==> config.mk <==
export PLATFORM = sky130hd
export DESIGN_NAME = spi_stat_guard
export DESIGN_NICKNAME = d
export VERILOG_FILES = /design/src/rtl/sg_pkg.sv /design/src/rtl/sg_prot_decode.sv /design/src/rtl/sg_busy_timer.sv /design/src/rtl/sg_status_view.sv /design/src/rtl/spi_stat_guard.sv
export SDC_FILE = /design/constraint.sdc
export NUM_CORES = 1
export LEC_CHECK = 0
export ABC_CLOCK_PERIOD_IN_PS = 2100
export BUFFER_PORTS_ARGS = -buffer_cell sky130_fd_sc_hd__clkbuf_2
export CORE_UTILIZATION = 41
export CTS_CLUSTER_SIZE = 14
export DETAILED_ROUTE_END_ITERATION = 8
export GPL_ROUTABILITY_DRIVEN = 0
export PLACE_DENSITY_LB_ADDON = 0.08
export SYNTH_ARGS = -nofsm -noshare
export SYNTH_HDL_FRONTEND = slang
export SYNTH_SLANG_ARGS = --single-unit
==> constraint.sdc <==
create_clock -name clk -period 2.1 [get_ports clk]
set_clock_uncertainty 0.15 [all_clocks]
set_input_delay 0.42 -clock clk [delete_from_list [all_inputs] [get_ports clk]]
set_output_delay 0.42 -clock clk [all_outputs]
set_load 0.005 [all_outputs]
==> src/rtl/sg_pkg.sv <==
package sg_pkg;
  typedef enum logic [2:0] {
    OP_NONE      = 3'd0,
    OP_LATCH_SET = 3'd1,
    OP_LATCH_CLR = 3'd2,
    OP_STAT_RD   = 3'd3,
    OP_STAT_WR   = 3'd4,
    OP_MEM_WR    = 3'd5
  } sg_op_e;

  localparam int STAT_W      = 8;
  localparam int BIT_LOCK    = 7;
  localparam int BIT_LVL_HI  = 3;
  localparam int BIT_LVL_LO  = 2;
  localparam int BIT_LATCH   = 1;
  localparam int BIT_BUSY    = 0;
  localparam int LVL_W       = BIT_LVL_HI - BIT_LVL_LO + 1;
endpackage

==> src/rtl/sg_prot_decode.sv <==
module sg_prot_decode #(
  parameter int ADDR_W = 11
) (
  input  logic [ADDR_W-1:0]        addr,
  input  logic [sg_pkg::LVL_W-1:0] level,
  output logic                     hit
);
  localparam int TOP = ADDR_W - 1;

  logic [1:0] quarter;
  assign quarter = addr[TOP -: 2];

  always_comb begin
    unique case (level)
      2'd0:    hit = 1'b0;
      2'd1:    hit = (quarter == 2'b11);
      2'd2:    hit = quarter[1];
      default: hit = 1'b1;
    endcase
  end
endmodule

==> src/rtl/sg_busy_timer.sv <==
module sg_busy_timer #(
  parameter int CYCLES = 40
) (
  input  logic clk,
  input  logic rst,
  input  logic clear,
  input  logic start,
  output logic busy,
  output logic done
);
  localparam int CW = $clog2(CYCLES + 1);

  logic [CW-1:0] cnt_q;

  assign busy = (cnt_q != '0);
  assign done = (cnt_q == CW'(1)) && !clear;

  always_ff @(posedge clk) begin
    if (rst || clear) begin
      cnt_q <= '0;
    end else if (start) begin
      cnt_q <= CW'(CYCLES);
    end else if (busy) begin
      cnt_q <= cnt_q - CW'(1);
    end
  end

  // counter never passes its configured length
  a_r8_cnt_bound: assert property (@(posedge clk) disable iff (rst)
    cnt_q <= CW'(CYCLES));

  // the owner must not restart a running timer
  a_r10_start_idle: assert property (@(posedge clk) disable iff (rst)
    start |-> !busy);

  // a finishing count leaves the timer idle
  a_r8_done_idle: assert property (@(posedge clk) disable iff (rst)
    (done && !start) |=> !busy);
endmodule

==> src/rtl/sg_status_view.sv <==
module sg_status_view (
  input  logic                      clk,
  input  logic                      rst,
  input  logic                      rd_req,
  input  logic                      busy,
  input  logic                      lock_en,
  input  logic [sg_pkg::LVL_W-1:0]  level,
  input  logic                      latch,
  output logic                      stat_valid,
  output logic [sg_pkg::STAT_W-1:0] stat_byte
);
  import sg_pkg::*;

  logic [STAT_W-1:0] view;

  always_comb begin
    view = '0;
    if (busy) begin
      view = '1;
    end else begin
      view[BIT_LOCK]               = lock_en;
      view[BIT_LVL_HI:BIT_LVL_LO]  = level;
      view[BIT_LATCH]              = latch;
      view[BIT_BUSY]               = 1'b0;
    end
  end

  always_ff @(posedge clk) begin
    if (rst) begin
      stat_valid <= 1'b0;
      stat_byte  <= '0;
    end else begin
      stat_valid <= rd_req;
      if (rd_req) stat_byte <= view;
    end
  end

  // a read issued during a write returns all ones
  a_r9_busy_ones: assert property (@(posedge clk) disable iff (rst)
    (rd_req && busy) |=> (stat_byte == '1));

  // the response lasts exactly one cycle per request
  a_r2_one_shot: assert property (@(posedge clk) disable iff (rst)
    !rd_req |=> !stat_valid);
endmodule

==> src/rtl/spi_stat_guard.sv <==
module spi_stat_guard #(
  parameter int ADDR_W      = 11,
  parameter int BUSY_CYCLES = 40
) (
  input  logic              clk,
  input  logic              rst,
  input  logic              pwr_up,
  input  logic              cmd_valid,
  input  logic [2:0]        cmd_op,
  input  logic [ADDR_W-1:0] cmd_addr,
  input  logic [7:0]        cmd_data,
  input  logic              wp_n,
  output logic              stat_valid,
  output logic [7:0]        stat_byte,
  output logic              wr_grant,
  output logic              wr_deny,
  output logic              busy
);
  import sg_pkg::*;

  sg_op_e op;
  assign op = sg_op_e'(cmd_op);

  logic             lock_q;
  logic [LVL_W-1:0] lvl_q;
  logic             latch_q;
  logic             prot_hit;
  logic             tmr_done;

  logic unused_data_bits;
  assign unused_data_bits = ^{cmd_data[6:4], cmd_data[1:0]};

  sg_prot_decode #(.ADDR_W(ADDR_W)) u_decode (
    .addr  (cmd_addr),
    .level (lvl_q),
    .hit   (prot_hit)
  );

  logic live_cmd;
  logic is_swr, is_mwr;
  logic stat_ok, mem_ok;
  logic accept, refuse;

  assign live_cmd = cmd_valid && !busy && !pwr_up;
  assign is_swr   = live_cmd && (op == OP_STAT_WR);
  assign is_mwr   = live_cmd && (op == OP_MEM_WR);
  assign stat_ok  = latch_q && !(lock_q && !wp_n);
  assign mem_ok   = latch_q && !prot_hit;
  assign accept   = (is_swr && stat_ok) || (is_mwr && mem_ok);
  assign refuse   = (is_swr && !stat_ok) || (is_mwr && !mem_ok);

  sg_busy_timer #(.CYCLES(BUSY_CYCLES)) u_timer (
    .clk   (clk),
    .rst   (rst),
    .clear (pwr_up),
    .start (accept),
    .busy  (busy),
    .done  (tmr_done)
  );

  sg_status_view u_view (
    .clk        (clk),
    .rst        (rst),
    .rd_req     (cmd_valid && (op == OP_STAT_RD)),
    .busy       (busy),
    .lock_en    (lock_q),
    .level      (lvl_q),
    .latch      (latch_q),
    .stat_valid (stat_valid),
    .stat_byte  (stat_byte)
  );

  always_ff @(posedge clk) begin
    if (rst) begin
      lock_q   <= 1'b0;
      lvl_q    <= '0;
      latch_q  <= 1'b0;
      wr_grant <= 1'b0;
      wr_deny  <= 1'b0;
    end else begin
      wr_grant <= accept;
      wr_deny  <= refuse;
      if (pwr_up || tmr_done) begin
        latch_q <= 1'b0;
      end else if (live_cmd && op == OP_LATCH_SET) begin
        latch_q <= 1'b1;
      end else if (live_cmd && op == OP_LATCH_CLR) begin
        latch_q <= 1'b0;
      end
      if (accept && is_swr) begin
        lock_q <= cmd_data[BIT_LOCK];
        lvl_q  <= cmd_data[BIT_LVL_HI:BIT_LVL_LO];
      end
    end
  end

  // grant and deny never coincide
  a_r7_exclusive: assert property (@(posedge clk) disable iff (rst)
    !(wr_grant && wr_deny));

  // a refusal leaves the latch where it was
  a_r7_deny_keeps_latch: assert property (@(posedge clk) disable iff (rst)
    wr_deny |-> (latch_q == $past(latch_q)));

  // a write into a protected range is never granted
  a_r6_protected_refused: assert property (@(posedge clk) disable iff (rst)
    (cmd_valid && op == OP_MEM_WR && prot_hit) |=> !wr_grant);

  // pin lock freezes the status contents
  a_r5_lock_holds: assert property (@(posedge clk) disable iff (rst)
    (cmd_valid && op == OP_STAT_WR && lock_q && !wp_n) |=> ($stable(lock_q) && $stable(lvl_q)));

  // the latch is clear once a busy period ends
  a_r8_latch_after_busy: assert property (@(posedge clk) disable iff (rst)
    ($fell(busy) && !$past(pwr_up)) |-> !latch_q);

  // requests during a busy period produce no result
  a_r10_no_result_busy: assert property (@(posedge clk) disable iff (rst)
    (busy && cmd_valid && op != OP_STAT_RD) |=> (!wr_grant && !wr_deny));

  // power-up pulse keeps the protection bits
  a_r11_pwr_keeps: assert property (@(posedge clk) disable iff (rst)
    pwr_up |=> ($stable(lock_q) && $stable(lvl_q) && !latch_q && !busy));
endmodule

==> flow_metrics.py <==
metrics = {
    "status": {
        "status": "finished, final reports clean",
    },
    "global_routing": {
        "gr-total-overflow": 0,
        "antenna_found_initial": 0,
        "met3_usage_pct": 3.40,
        "grt_pass1_wl_um": 2820,
        "grt_busiest_layer": "met1",
        "grt_pass1_vias": 638,
        "use_met1_pct": 27.5,
        "gr-usage-met2_pct": 24.9,
        "grt_usage_pct": 18.5,
        "grt_max_degree": 14,
    },
    "clock_tree": {
        "clock_sinks": 18,
        "cts.path.max_buffers": 2,
        "cts_tree": "yes",
        "clk_latency_ns": 0.29,
        "cts_max_level": 1,
        "clkSlewWorstSetupHoldPaths_ns": 0.10,
        "cts_hold_buf": 0,
        "cts_buffers": 3,
        "clockRootBuffer": "clkbuf_4",
    },
    "routing": {
        "ant_nets": 0,
        "drt_iter0_markers": 20,
        "wl_um": 1810,
        "remaining_drc_errors": 0,
        "dr.pass1.iters": 4,
        "vias": 775,
        "routed_via_density": 5.27,
        "wl_per_cell_um": 12.3,
    },
    "floorplan": {
        "die_h_um": 47.5,
        "placementRows": 16,
        "start_util_pct": 43.6,
        "die_area_um2": 2250,
        "io_pins": 39,
        "core_um2": 1940,
        "die_w_um": 47.5,
    },
    "logic_synthesis": {
        "syn_area_um2": 847,
        "synth_area_leaders": "dfxtp_1 (43%), nor3_1 (5.9%), ha_1 (4.4%)",
        "yosysUniqueCellTypes": 34,
        "yosysWarnings": 0,
        "synth-seq-cells": 18,
        "syn_nets": 124,
        "synth_top_area_share_pct": 42.5,
        "yosysTopAreaCell": "dfxtp_1",
        "yosysSeqAreaShare_pct": 42.5,
        "synthCells": 94,
        "syn_avg_cell_area_um2": 9.01,
    },
    "setup_path": {
        "crit_chain": "nor4_4 -> and2_1 -> inv_2 -> clkbuf_2",
        "crit_family": "simple AND/OR/NAND/NOR gates",
        "crit_slowest_cell": "dfxtp_1",
        "max_stage_delay_ns": 0.37,
        "path_class": "register to output pin",
        "cp.buffers_inverters": 2,
        "cp_max_fo": 4,
        "required_ns": 1.53,
        "critPathCaptureType": "output pin",
        "startpoint_type": "register",
        "arrival_ns": 1.41,
    },
    "power_and_ir_drop": {
        "p_per_area_nw_per_um2": 1400,
        "total_power_mw": 1.45,
        "p_leak_nw": 0.452,
        "irDropWorstVdd_v": 0.00109,
    },
    "sta": {
        "fmax_mhz": 505,
        "finalCriticalPeriod_ns": 1.98,
        "hold_violations": 0,
        "slew-limit-headroom_pct": 74.5,
        "maxSlewViolCount": 0,
        "final.setup.tns_ns": 0,
        "period_share_pct": 94.2,
        "finalSetupViolCount": 0,
        "worst_slew_pin_slew_ns": 0.380,
        "rsz0062_at_grt": "false",
    },
    "job": {
        "cap_violations": 0,
    },
    "finish": {
        "nets": 151,
        "n_antenna_cell": 0,
        "post-route-util_pct": 53.2,
        "fin_cells": 147,
        "layout_common_cells": "clkbuf_2 (24), dfxtp_1 (16), nor3_1 (10)",
        "drive_gt1_share_pct": 33.3,
        "synthToLayoutAreaGrowth_pct": 21.9,
        "fillCellCount": 205,
        "final_common_cell": "clkbuf_2",
    },
    "placement": {
        "dpl.cell_count": 140,
        "io_buffers": 24,
        "hpwlAfterDp_um": 1320,
    },
    "hold_path": {
        "hold_path.class": "input port to register",
    },
}
==> power by group <==
group	switching [mW]	internal [mW]
combinational	0.371	0.407
clock	0.105	0.106
sequential	0.0657	0.396
total	0.542	0.908
==> cells by family after synthesis <==
group                    share of synthesized area [%]
buffers and inverters                             5.76
flip-flops                                        42.5
AO/OA/AOI/OAI                                     14.6
adder cells (fa/ha/maj)                           4.43
XOR/XNOR                                          4.14
AND/OR/NAND/NOR                                   28.5
==> Yosys cell counts <==
library cell  instances
a2111oi_2             1
a211oi_1              2
a21o_1                1
a21oi_1               4
a221oi_1              1
a31o_2                1
a31oi_1               2
and2_1                1
and3_1                3
and3b_1               1
and4bb_2              1
buf_4                 4
clkbuf_1              2
dfxtp_1              18
ha_1                  3
inv_1                 2
inv_2                 1
nand2_1               3
nand2b_1              1
nand3_1               6
nand3b_1              1
nor2_1                9
nor2b_1               1
nor3_1               10
nor4_1                1
nor4_4                1
nor4b_1               1
o2111a_1              1
o21ai_0               4
o21ai_1               1
or2_2                 1
or4_1                 1
xnor2_1               3
xor2_1                1
==> worst register-to-register path: stages (launching register included) <==
cell and delay, ns:
dfxtp_2 0.38, inv_1 0.09, ha_1 0.25, and4bb_2 0.26, and3_1 0.24, o21ai_1 0.24
o2111a_1 0.24
==> state kept, by name, summed over array words and instances, names as in the netlist <==
signal / flops
latch_q: 1
lock_q: 1
lvl_q: 2
u_timer.cnt_q: 6
u_view.stat_byte: 5
u_view.stat_valid: 1
wr_deny: 1
wr_grant: 1
==> cell type report <==
| class | instances | area (um2) | share of cell area (%) |
|---|---|---|---|
| tap | 27 | 33.8 | 3.27 |
| clock buffer | 4 | 36.3 | 3.52 |
| timing repair buffer | 28 | 150 | 14.5 |
| sequential | 18 | 363 | 35.2 |
| multi-input combinational | 67 | 438 | 42.4 |
| inverter | 3 | 11.3 | 1.09 |
==> routing by layer <==
layer	part of all wire (%)	up-vias
li1	-	391
met1	53	352
met2	40	28
met3	5.3	4
met4	1.5	0
met5	0	-
==> worst paths after layout <==
| path | from | end | slack, ns | depth (start not counted) |
|---|---|---|---|---|
| min reg2reg | u_view.stat_byte[3] | u_view.stat_byte[3] | 0.35 | 2 |
| min | cmd_data[3] | lvl_q[1] | 0.20 | 3 |
| max | u_timer.cnt_q[4] | busy | 0.12 | 4 |
| max reg2reg | u_timer.cnt_q[0] | u_timer.cnt_q[1] | 0.20 | 6 |
==> repair_timing <==
action,in CTS,in global routing
endpoints found under the setup margin,1,1
pin swaps,1,1
setup buffers,0,3
hold endpoints to repair,0,0
resized for setup,0,2
==> per-stage QoR <==
step                      area, um2  hold slack [ns]  setup slack [ns]
after floorplan                 847            0.314             0.395
after global placement          971            0.330             0.182
after detailed placement        971            0.333             0.169
after CTS                      1010            0.205           0.00744
after global routing           1030            0.201            0.0626
final                          1030            0.205             0.121
Power figures use the tool's default switching activity.
